==> config.mk <==
export PLATFORM = sky130hd
export DESIGN_NAME = ddcmp_rx_framer
export DESIGN_NICKNAME = d
export VERILOG_FILES = /design/src/rtl/ddcmp_rx_pkg.sv /design/src/rtl/ddcmp_crc_acc.sv /design/src/rtl/ddcmp_hdr_fields.sv /design/src/rtl/ddcmp_rx_framer.sv
export SDC_FILE = /design/constraint.sdc
export NUM_CORES = 1
export LEC_CHECK = 0
export CAP_MARGIN = 20
export CORE_MARGIN = 4
export CORE_UTILIZATION = 55
export CTS_CLUSTER_DIAMETER = 150
export DETAILED_ROUTE_END_ITERATION = 7
export PLACE_DENSITY = 0.75
export SLEW_MARGIN = 5
export SYNTH_ARGS = -nofsm -noshare
export SYNTH_HDL_FRONTEND = slang
export SYNTH_SLANG_ARGS = --single-unit
==> constraint.sdc <==
create_clock -name clk -period 10.5 [get_ports clk]
set_input_delay 2.1 -clock clk [delete_from_list [all_inputs] [get_ports clk]]
set_output_delay 2.1 -clock clk [all_outputs]
set_load 0.05 [all_outputs]
==> src/rtl/ddcmp_rx_pkg.sv <==
package ddcmp_rx_pkg;
  localparam int CNT_W  = 14;
  localparam int FLAG_W = 2;
  localparam int HDR_BYTES = 5;

  typedef enum logic [2:0] {
    ST_HUNT, ST_HDR, ST_CRC1, ST_DATA, ST_CRC2
  } rx_state_e;

  // one byte through the reflected CRC-16 (x^16+x^15+x^2+1)
  function automatic logic [15:0] crc16_step(input logic [15:0] crc_in,
                                             input logic [7:0]  b);
    logic [15:0] c;
    c = crc_in ^ {8'h00, b};
    for (int i = 0; i < 8; i++) begin
      c = c[0] ? ((c >> 1) ^ 16'hA001) : (c >> 1);
    end
    return c;
  endfunction

  function automatic logic [CNT_W-1:0] hdr_count(input logic [7:0] lo,
                                                 input logic [7:0] hi);
    logic [15:0] w;
    w = {hi, lo};
    return w[CNT_W-1:0];
  endfunction

  function automatic logic [FLAG_W-1:0] hdr_flags(input logic [7:0] hi);
    return hi[7:8-FLAG_W];
  endfunction
endpackage

==> src/rtl/ddcmp_crc_acc.sv <==
module ddcmp_crc_acc (
  input  logic        clk,
  input  logic        rst_n,
  input  logic        clr,
  input  logic        upd,
  input  logic        seed,
  input  logic [7:0]  din,
  output logic [15:0] crc_nxt
);
  import ddcmp_rx_pkg::*;
  logic [15:0] crc_q;

  assign crc_nxt = crc16_step(seed ? 16'h0000 : crc_q, din);

  always_ff @(posedge clk) begin
    if (!rst_n || clr) crc_q <= 16'h0000;
    else if (upd)      crc_q <= crc_nxt;
  end
endmodule

==> src/rtl/ddcmp_hdr_fields.sv <==
module ddcmp_hdr_fields
  import ddcmp_rx_pkg::*;
(
  input  logic              clk,
  input  logic              rst_n,
  input  logic              start_en,
  input  logic [7:0]        start_byte,
  input  logic              cap_en,
  input  logic [2:0]        cap_idx,
  input  logic [7:0]        cap_byte,
  input  logic              publish,
  output logic [CNT_W-1:0]  stage_count,
  output logic [7:0]        stage_start,
  output logic [7:0]        pub_start,
  output logic [CNT_W-1:0]  pub_count,
  output logic [FLAG_W-1:0] pub_flags,
  output logic [7:0]        pub_resp,
  output logic [7:0]        pub_seq,
  output logic [7:0]        pub_addr
);
  logic [7:0] stage_q [HDR_BYTES];
  logic [7:0] start_q;

  assign stage_count = hdr_count(stage_q[0], stage_q[1]);
  assign stage_start = start_q;

  always_ff @(posedge clk) begin
    if (!rst_n) start_q <= 8'h00;
    else if (start_en) start_q <= start_byte;
  end

  for (genvar g = 0; g < HDR_BYTES; g++) begin : g_stage
    always_ff @(posedge clk) begin
      if (!rst_n) stage_q[g] <= 8'h00;
      else if (cap_en && cap_idx == 3'(g)) stage_q[g] <= cap_byte;
    end
  end

  always_ff @(posedge clk) begin
    if (!rst_n) begin
      pub_start <= '0; pub_count <= '0; pub_flags <= '0;
      pub_resp  <= '0; pub_seq   <= '0; pub_addr  <= '0;
    end else if (publish) begin
      pub_start <= start_q;
      pub_count <= stage_count;
      pub_flags <= hdr_flags(stage_q[1]);
      pub_resp  <= stage_q[2];
      pub_seq   <= stage_q[3];
      pub_addr  <= stage_q[4];
    end
  end
endmodule

==> src/rtl/ddcmp_rx_framer.sv <==
module ddcmp_rx_framer #(
  parameter logic [7:0] SYN_CHAR = 8'h96,
  parameter logic [7:0] SOH_CHAR = 8'h81,
  parameter logic [7:0] ENQ_CHAR = 8'h05,
  parameter logic [7:0] DLE_CHAR = 8'h90
) (
  input  logic        clk,
  input  logic        rst_n,
  input  logic        rx_valid,
  input  logic [7:0]  rx_byte,
  output logic        hdr_ok,
  output logic        hdr_crc_err,
  output logic [7:0]  msg_start,
  output logic [13:0] msg_count,
  output logic [1:0]  msg_flags,
  output logic [7:0]  msg_resp,
  output logic [7:0]  msg_seq,
  output logic [7:0]  msg_addr,
  output logic        data_valid,
  output logic [7:0]  data_byte,
  output logic        data_end,
  output logic        data_crc_err
);
  import ddcmp_rx_pkg::*;

  rx_state_e        state_q;
  logic [1:0]       syn_run_q;
  logic [2:0]       idx_q;
  logic [CNT_W-1:0] remain_q;

  // named internal events
  logic is_syn, is_start, start_seen, hdr_good, hdr_bad, crc_clr, crc_upd, crc_seed;
  logic [15:0]      crc_nxt;
  logic [CNT_W-1:0] stage_count;
  logic [7:0]       stage_start;

  assign is_syn     = (rx_byte == SYN_CHAR);
  assign is_start   = (rx_byte == SOH_CHAR) || (rx_byte == ENQ_CHAR) || (rx_byte == DLE_CHAR);
  assign start_seen = rx_valid && state_q == ST_HUNT && !is_syn && is_start && syn_run_q == 2'd2;
  assign hdr_good   = rx_valid && state_q == ST_CRC1 && idx_q == 3'd1 && crc_nxt == 16'h0000;
  assign hdr_bad    = rx_valid && state_q == ST_CRC1 && idx_q == 3'd1 && crc_nxt != 16'h0000;
  assign crc_upd    = rx_valid && (state_q != ST_HUNT || start_seen);
  assign crc_seed   = start_seen;
  assign crc_clr    = hdr_good;

  ddcmp_crc_acc u_crc (
    .clk(clk), .rst_n(rst_n), .clr(crc_clr), .upd(crc_upd),
    .seed(crc_seed), .din(rx_byte), .crc_nxt(crc_nxt)
  );

  ddcmp_hdr_fields u_fields (
    .clk(clk), .rst_n(rst_n),
    .start_en(start_seen), .start_byte(rx_byte),
    .cap_en(rx_valid && state_q == ST_HDR), .cap_idx(idx_q), .cap_byte(rx_byte),
    .publish(hdr_good), .stage_count(stage_count), .stage_start(stage_start),
    .pub_start(msg_start), .pub_count(msg_count), .pub_flags(msg_flags),
    .pub_resp(msg_resp), .pub_seq(msg_seq), .pub_addr(msg_addr)
  );

  always_ff @(posedge clk) begin
    if (!rst_n) begin
      state_q <= ST_HUNT; syn_run_q <= 2'd0; idx_q <= 3'd0; remain_q <= '0;
      hdr_ok <= 1'b0; hdr_crc_err <= 1'b0; data_valid <= 1'b0;
      data_byte <= 8'h00; data_end <= 1'b0; data_crc_err <= 1'b0;
    end else begin
      hdr_ok       <= hdr_good;
      hdr_crc_err  <= hdr_bad;
      data_valid   <= 1'b0;
      data_end     <= 1'b0;
      data_crc_err <= 1'b0;
      if (rx_valid) begin
        unique case (state_q)
          ST_HUNT: begin
            if (is_syn) syn_run_q <= (syn_run_q == 2'd2) ? 2'd2 : syn_run_q + 2'd1;
            else if (start_seen) begin
              state_q <= ST_HDR; idx_q <= 3'd0; syn_run_q <= 2'd0;
            end else syn_run_q <= 2'd0;
          end
          ST_HDR: begin
            if (idx_q == 3'(HDR_BYTES - 1)) begin
              state_q <= ST_CRC1; idx_q <= 3'd0;
            end else idx_q <= idx_q + 3'd1;
          end
          ST_CRC1: begin
            if (idx_q == 3'd0) idx_q <= 3'd1;
            else begin
              idx_q <= 3'd0;
              if (hdr_bad || stage_start == ENQ_CHAR) state_q <= ST_HUNT;
              else if (stage_count == '0) state_q <= ST_CRC2;
              else begin
                state_q <= ST_DATA; remain_q <= stage_count;
              end
            end
          end
          ST_DATA: begin
            data_valid <= 1'b1;
            data_byte  <= rx_byte;
            remain_q   <= remain_q - 1'b1;
            if (remain_q == CNT_W'(1)) begin
              state_q <= ST_CRC2; idx_q <= 3'd0;
            end
          end
          ST_CRC2: begin
            if (idx_q == 3'd0) idx_q <= 3'd1;
            else begin
              idx_q <= 3'd0; state_q <= ST_HUNT;
              data_end <= 1'b1;
              data_crc_err <= (crc_nxt != 16'h0000);
            end
          end
          default: state_q <= ST_HUNT;
        endcase
      end
    end
  end
endmodule

==> impl_metrics.yaml <==
logic_synthesis:
  syn_area_um2: 6820
  ys_seq_area_frac: 0.490
  ys_warn_count: 0
  synth_ff_type: "dfxtp_1"
  synthDistinctLibCells: 67
  synth_top_area_cell: "dfxtp_1"
  synth_edf_count: 40
  synth_nets: 782
  synth_area_leaders: "dfxtp_1 31%, edfxtp_1 18%, nand2_1 9.2%"
  synth_area_per_cell_um2: 8.96
  yosys.area.top_type_share: 0.314
  synth-async-reset-ratio: 0
  ys_seq_elements: 147
  synth_cells: 761
timing:
  fin_skew_ns: 0.00731
  rsz0062_at_grt: "no"
  setup-violations-final: 0
  finalSetupTns_ns: 0
  finalCriticalPeriod_ns: 7.32
  hold_viol: 0
  fmax_mhz: 137
  tightest_slew_ns: 0.978
  max_slew_margin: 0.348
  finalCritPeriodShare: 0.697
  maxSlewViolCount: 0
global_routing:
  grt_usage: 0.243
  grt_overflow: 0
  grt_pass1_vias: 5500
  antenna_found_initial: 0
  grt_pass1_wl_um: 27700
  grt_max_degree: 74
layout:
  nNetsFinal: 827
  n_antenna_cell: 0
  drive_above_1_share: 0.0867
  fillers: 980
  syn2layout_area_growth_pct: 19.2
drt:
  avgViaCountPerCell: 5.88
  vias: 5802
  drc: 0
  drtAntennaViolNets: 0
  firstDrtPassIters: 5
  drtIter0Drc: 517
  wire_per_inst_um: 17.3
  routed_wirelength_um: 17100
power_and_ir_drop:
  p_per_area_nw_per_um2: 154
  power_w: 0.00125
  vdd_drop_max_v: 0.0000960
  cellLeakagePower_nw: 2.83
critical_path:
  cp_num_buf_inv: 1
  crit_top_cell: "xnor2_1"
  max_stage_delay_ns: 0.85
  crit_arrival_ns: 7.66
  path_cells: "clkdlybuf4s50_1, or4b_1, or4_4, nor2_1, nor2_1, xnor2_1, xnor2_1, xnor2_1, ha_1, nand2_1, nor3_1, o2bb2ai_1, nand3_1, a2111oi_4, and2_2, nand2_1, a21oi_1"
  critPathSlowestCell: "and2_2"
  cp-end-kind: "register"
  cp.required_ns: 10.84
  cpLargestDelayFamily: "simple AND/OR/NAND/NOR gates"
  start_kind: "input pin"
  crit_fanout: 48
  critical_path_class: "input pin to register"
floorplanning:
  row_count: 40
  dieArea_um2: 14200
  io_pins: 72
  die_x_um: 119
  core_area_um2: 12100
  die_y_um: 119
  floorplan.initialDensity: 0.566
placement:
  dp_hpwl_um: 11500
  gp_congestion: 0.952
  io_buffer_count: 71
cts:
  root_buffer: "clkbuf_16"
  clk_pin_slew_ns: 0.06
  ctsResizeCount: 0
  cts_max_level: 4
  clock_path_buffers: 2
  numCtsBuffers: 17
  cts_tree: "yes"
  clkSinkCount: 147
  cts_hold_buffers: 0
  post_cts_buffers: 0
  clk_latency_ns: 0.42
run:
  cap_violations: 0
outcome:
  status: "finished, final reports clean"
worst_hold_path:
  hold_path.class: "register to register"
per-layer routing:
layer | routed length (µm) | vias to the layer above | part of all wire | track usage
li1 | - | 2761 | - | -
met1 | 7300 | 2716 | 0.43 | 0.327
met2 | 7890 | 277 | 0.46 | 0.377
met3 | 1360 | 48 | 0.080 | 0.0522
met4 | 522 | 0 | 0.031 | 0.109
met5 | 0 | - | 0 | 0
worst paths after layout:
| check | startpoint | endpoint | slack [ns] | depth (start not counted) |
|---|---|---|---|---|
| worst max-delay path | rx_valid | u_fields.pub_addr[1] | 3.18 | 17 |
| worst min-delay path | u_fields.pub_seq[3] | u_fields.pub_seq[3] | 0.45 | 2 |
| worst max register to register | state_q[0] | u_fields.pub_addr[1] | 5.12 | 16 |
| worst min register to register | u_fields.pub_seq[3] | u_fields.pub_seq[3] | 0.45 | 2 |
cells by family after synthesis:
family / count (synthesis) / share of synthesized area
AO/OA/AOI/OAI: 163 / 0.160
buffers and inverters: 61 / 0.0391
AND/OR/NAND/NOR: 351 / 0.250
XOR/XNOR: 24 / 0.0350
multiplexers: 5 / 0.00770
flip-flops: 147 / 0.490
adder cells (fa/ha/maj): 10 / 0.0183
area by class of cell:
type,count,area [µm²],share of cell area
flip-flops and latches,147,3340,0.411
repair buffers,76,746,0.0917
clock inverters,13,134,0.0165
inverters,11,41.3,0.00508
multi-input cells,553,3210,0.395
well taps,168,210,0.0259
clock buffers,19,443,0.0545
sequential cells by signal, summed over array words and instances, names as in the netlist, 3 cells and up:
| name | cells |
|---|---|
| data_byte | 8 |
| idx_q | 3 |
| remain_q | 14 |
| state_q | 3 |
| u_crc.crc_q | 16 |
| u_fields.pub_addr | 8 |
| u_fields.pub_count | 14 |
| u_fields.pub_resp | 8 |
| u_fields.pub_seq | 8 |
| u_fields.pub_start | 8 |
| u_fields.stage_q | 40 |
| u_fields.stage_start | 8 |
placed cells by master, fill, tap and decap left out, drive strengths merged, types with 9 or more instances in the layout:
| cell | instances |
|---|---|
| clkbuf | 19 |
| nor2 | 43 |
| and3 | 19 |
| a211oi | 10 |
| nand3 | 15 |
| clkdlybuf4s50 | 71 |
| o21ai | 20 |
| dfxtp | 107 |
| a21oi | 78 |
| inv | 13 |
| nand2 | 177 |
| xnor2 | 14 |
| ha | 10 |
| nor4 | 10 |
| nor3 | 10 |
| edfxtp | 40 |
| xor2 | 9 |
| and2 | 36 |
worst register-to-register path, cell delays in order (launching register included):
cell,delay (ns)
dfxtp_1,0.47
or4b_1,0.73
or4_4,0.61
nor2_1,0.36
nor2_1,0.13
xnor2_1,0.16
xnor2_1,0.22
xnor2_1,0.12
ha_1,0.37
nand2_1,0.07
nor3_1,0.13
o2bb2ai_1,0.19
nand3_1,0.19
a2111oi_4,0.35
and2_2,0.85
nand2_1,0.18
a21oi_1,0.18
stage by stage:
| step | worst slack (ns) | hold WS [ns] | cells | util | cell area, µm² |
|---|---|---|---|---|---|
| floorplan | 4.52 | 0.438 | 761 | - | 6820 |
| global placement | 3.06 | 0.439 | 954 | 0.626 | 7550 |
| detailed placement | 2.91 | 0.446 | 955 | 0.626 | 7550 |
| CTS | 3.29 | 0.453 | 987 | 0.674 | 8130 |
| global route | 2.81 | 0.472 | 987 | 0.674 | 8130 |
| finish | 3.18 | 0.449 | 987 | 0.674 | 8130 |
power by group:
part,switching (W),internal [W]
combinational,0.0000463,0.0000196
clock,0.000236,0.000355
sequential,0.00000555,0.000589
Yosys cell counts, types with 6 or more instances:
master,count
nand2_1,167
dfxtp_1,107
a21oi_1,68
nor2_1,43
edfxtp_1,40
and2_1,35
clkbuf_1,35
and3_1,19
nand3_1,15
o21ai_0,15
xnor2_1,14
inv_1,11
a211oi_1,10
a21oi_2,10
ha_1,10
nand2_2,10
nor4_1,10
buf_2,9
nor3_1,9
a31oi_1,7
a32oi_1,7
o211ai_1,7
xor2_1,7
nor2b_1,6
o221ai_1,6
Power figures use the tool's default switching activity.
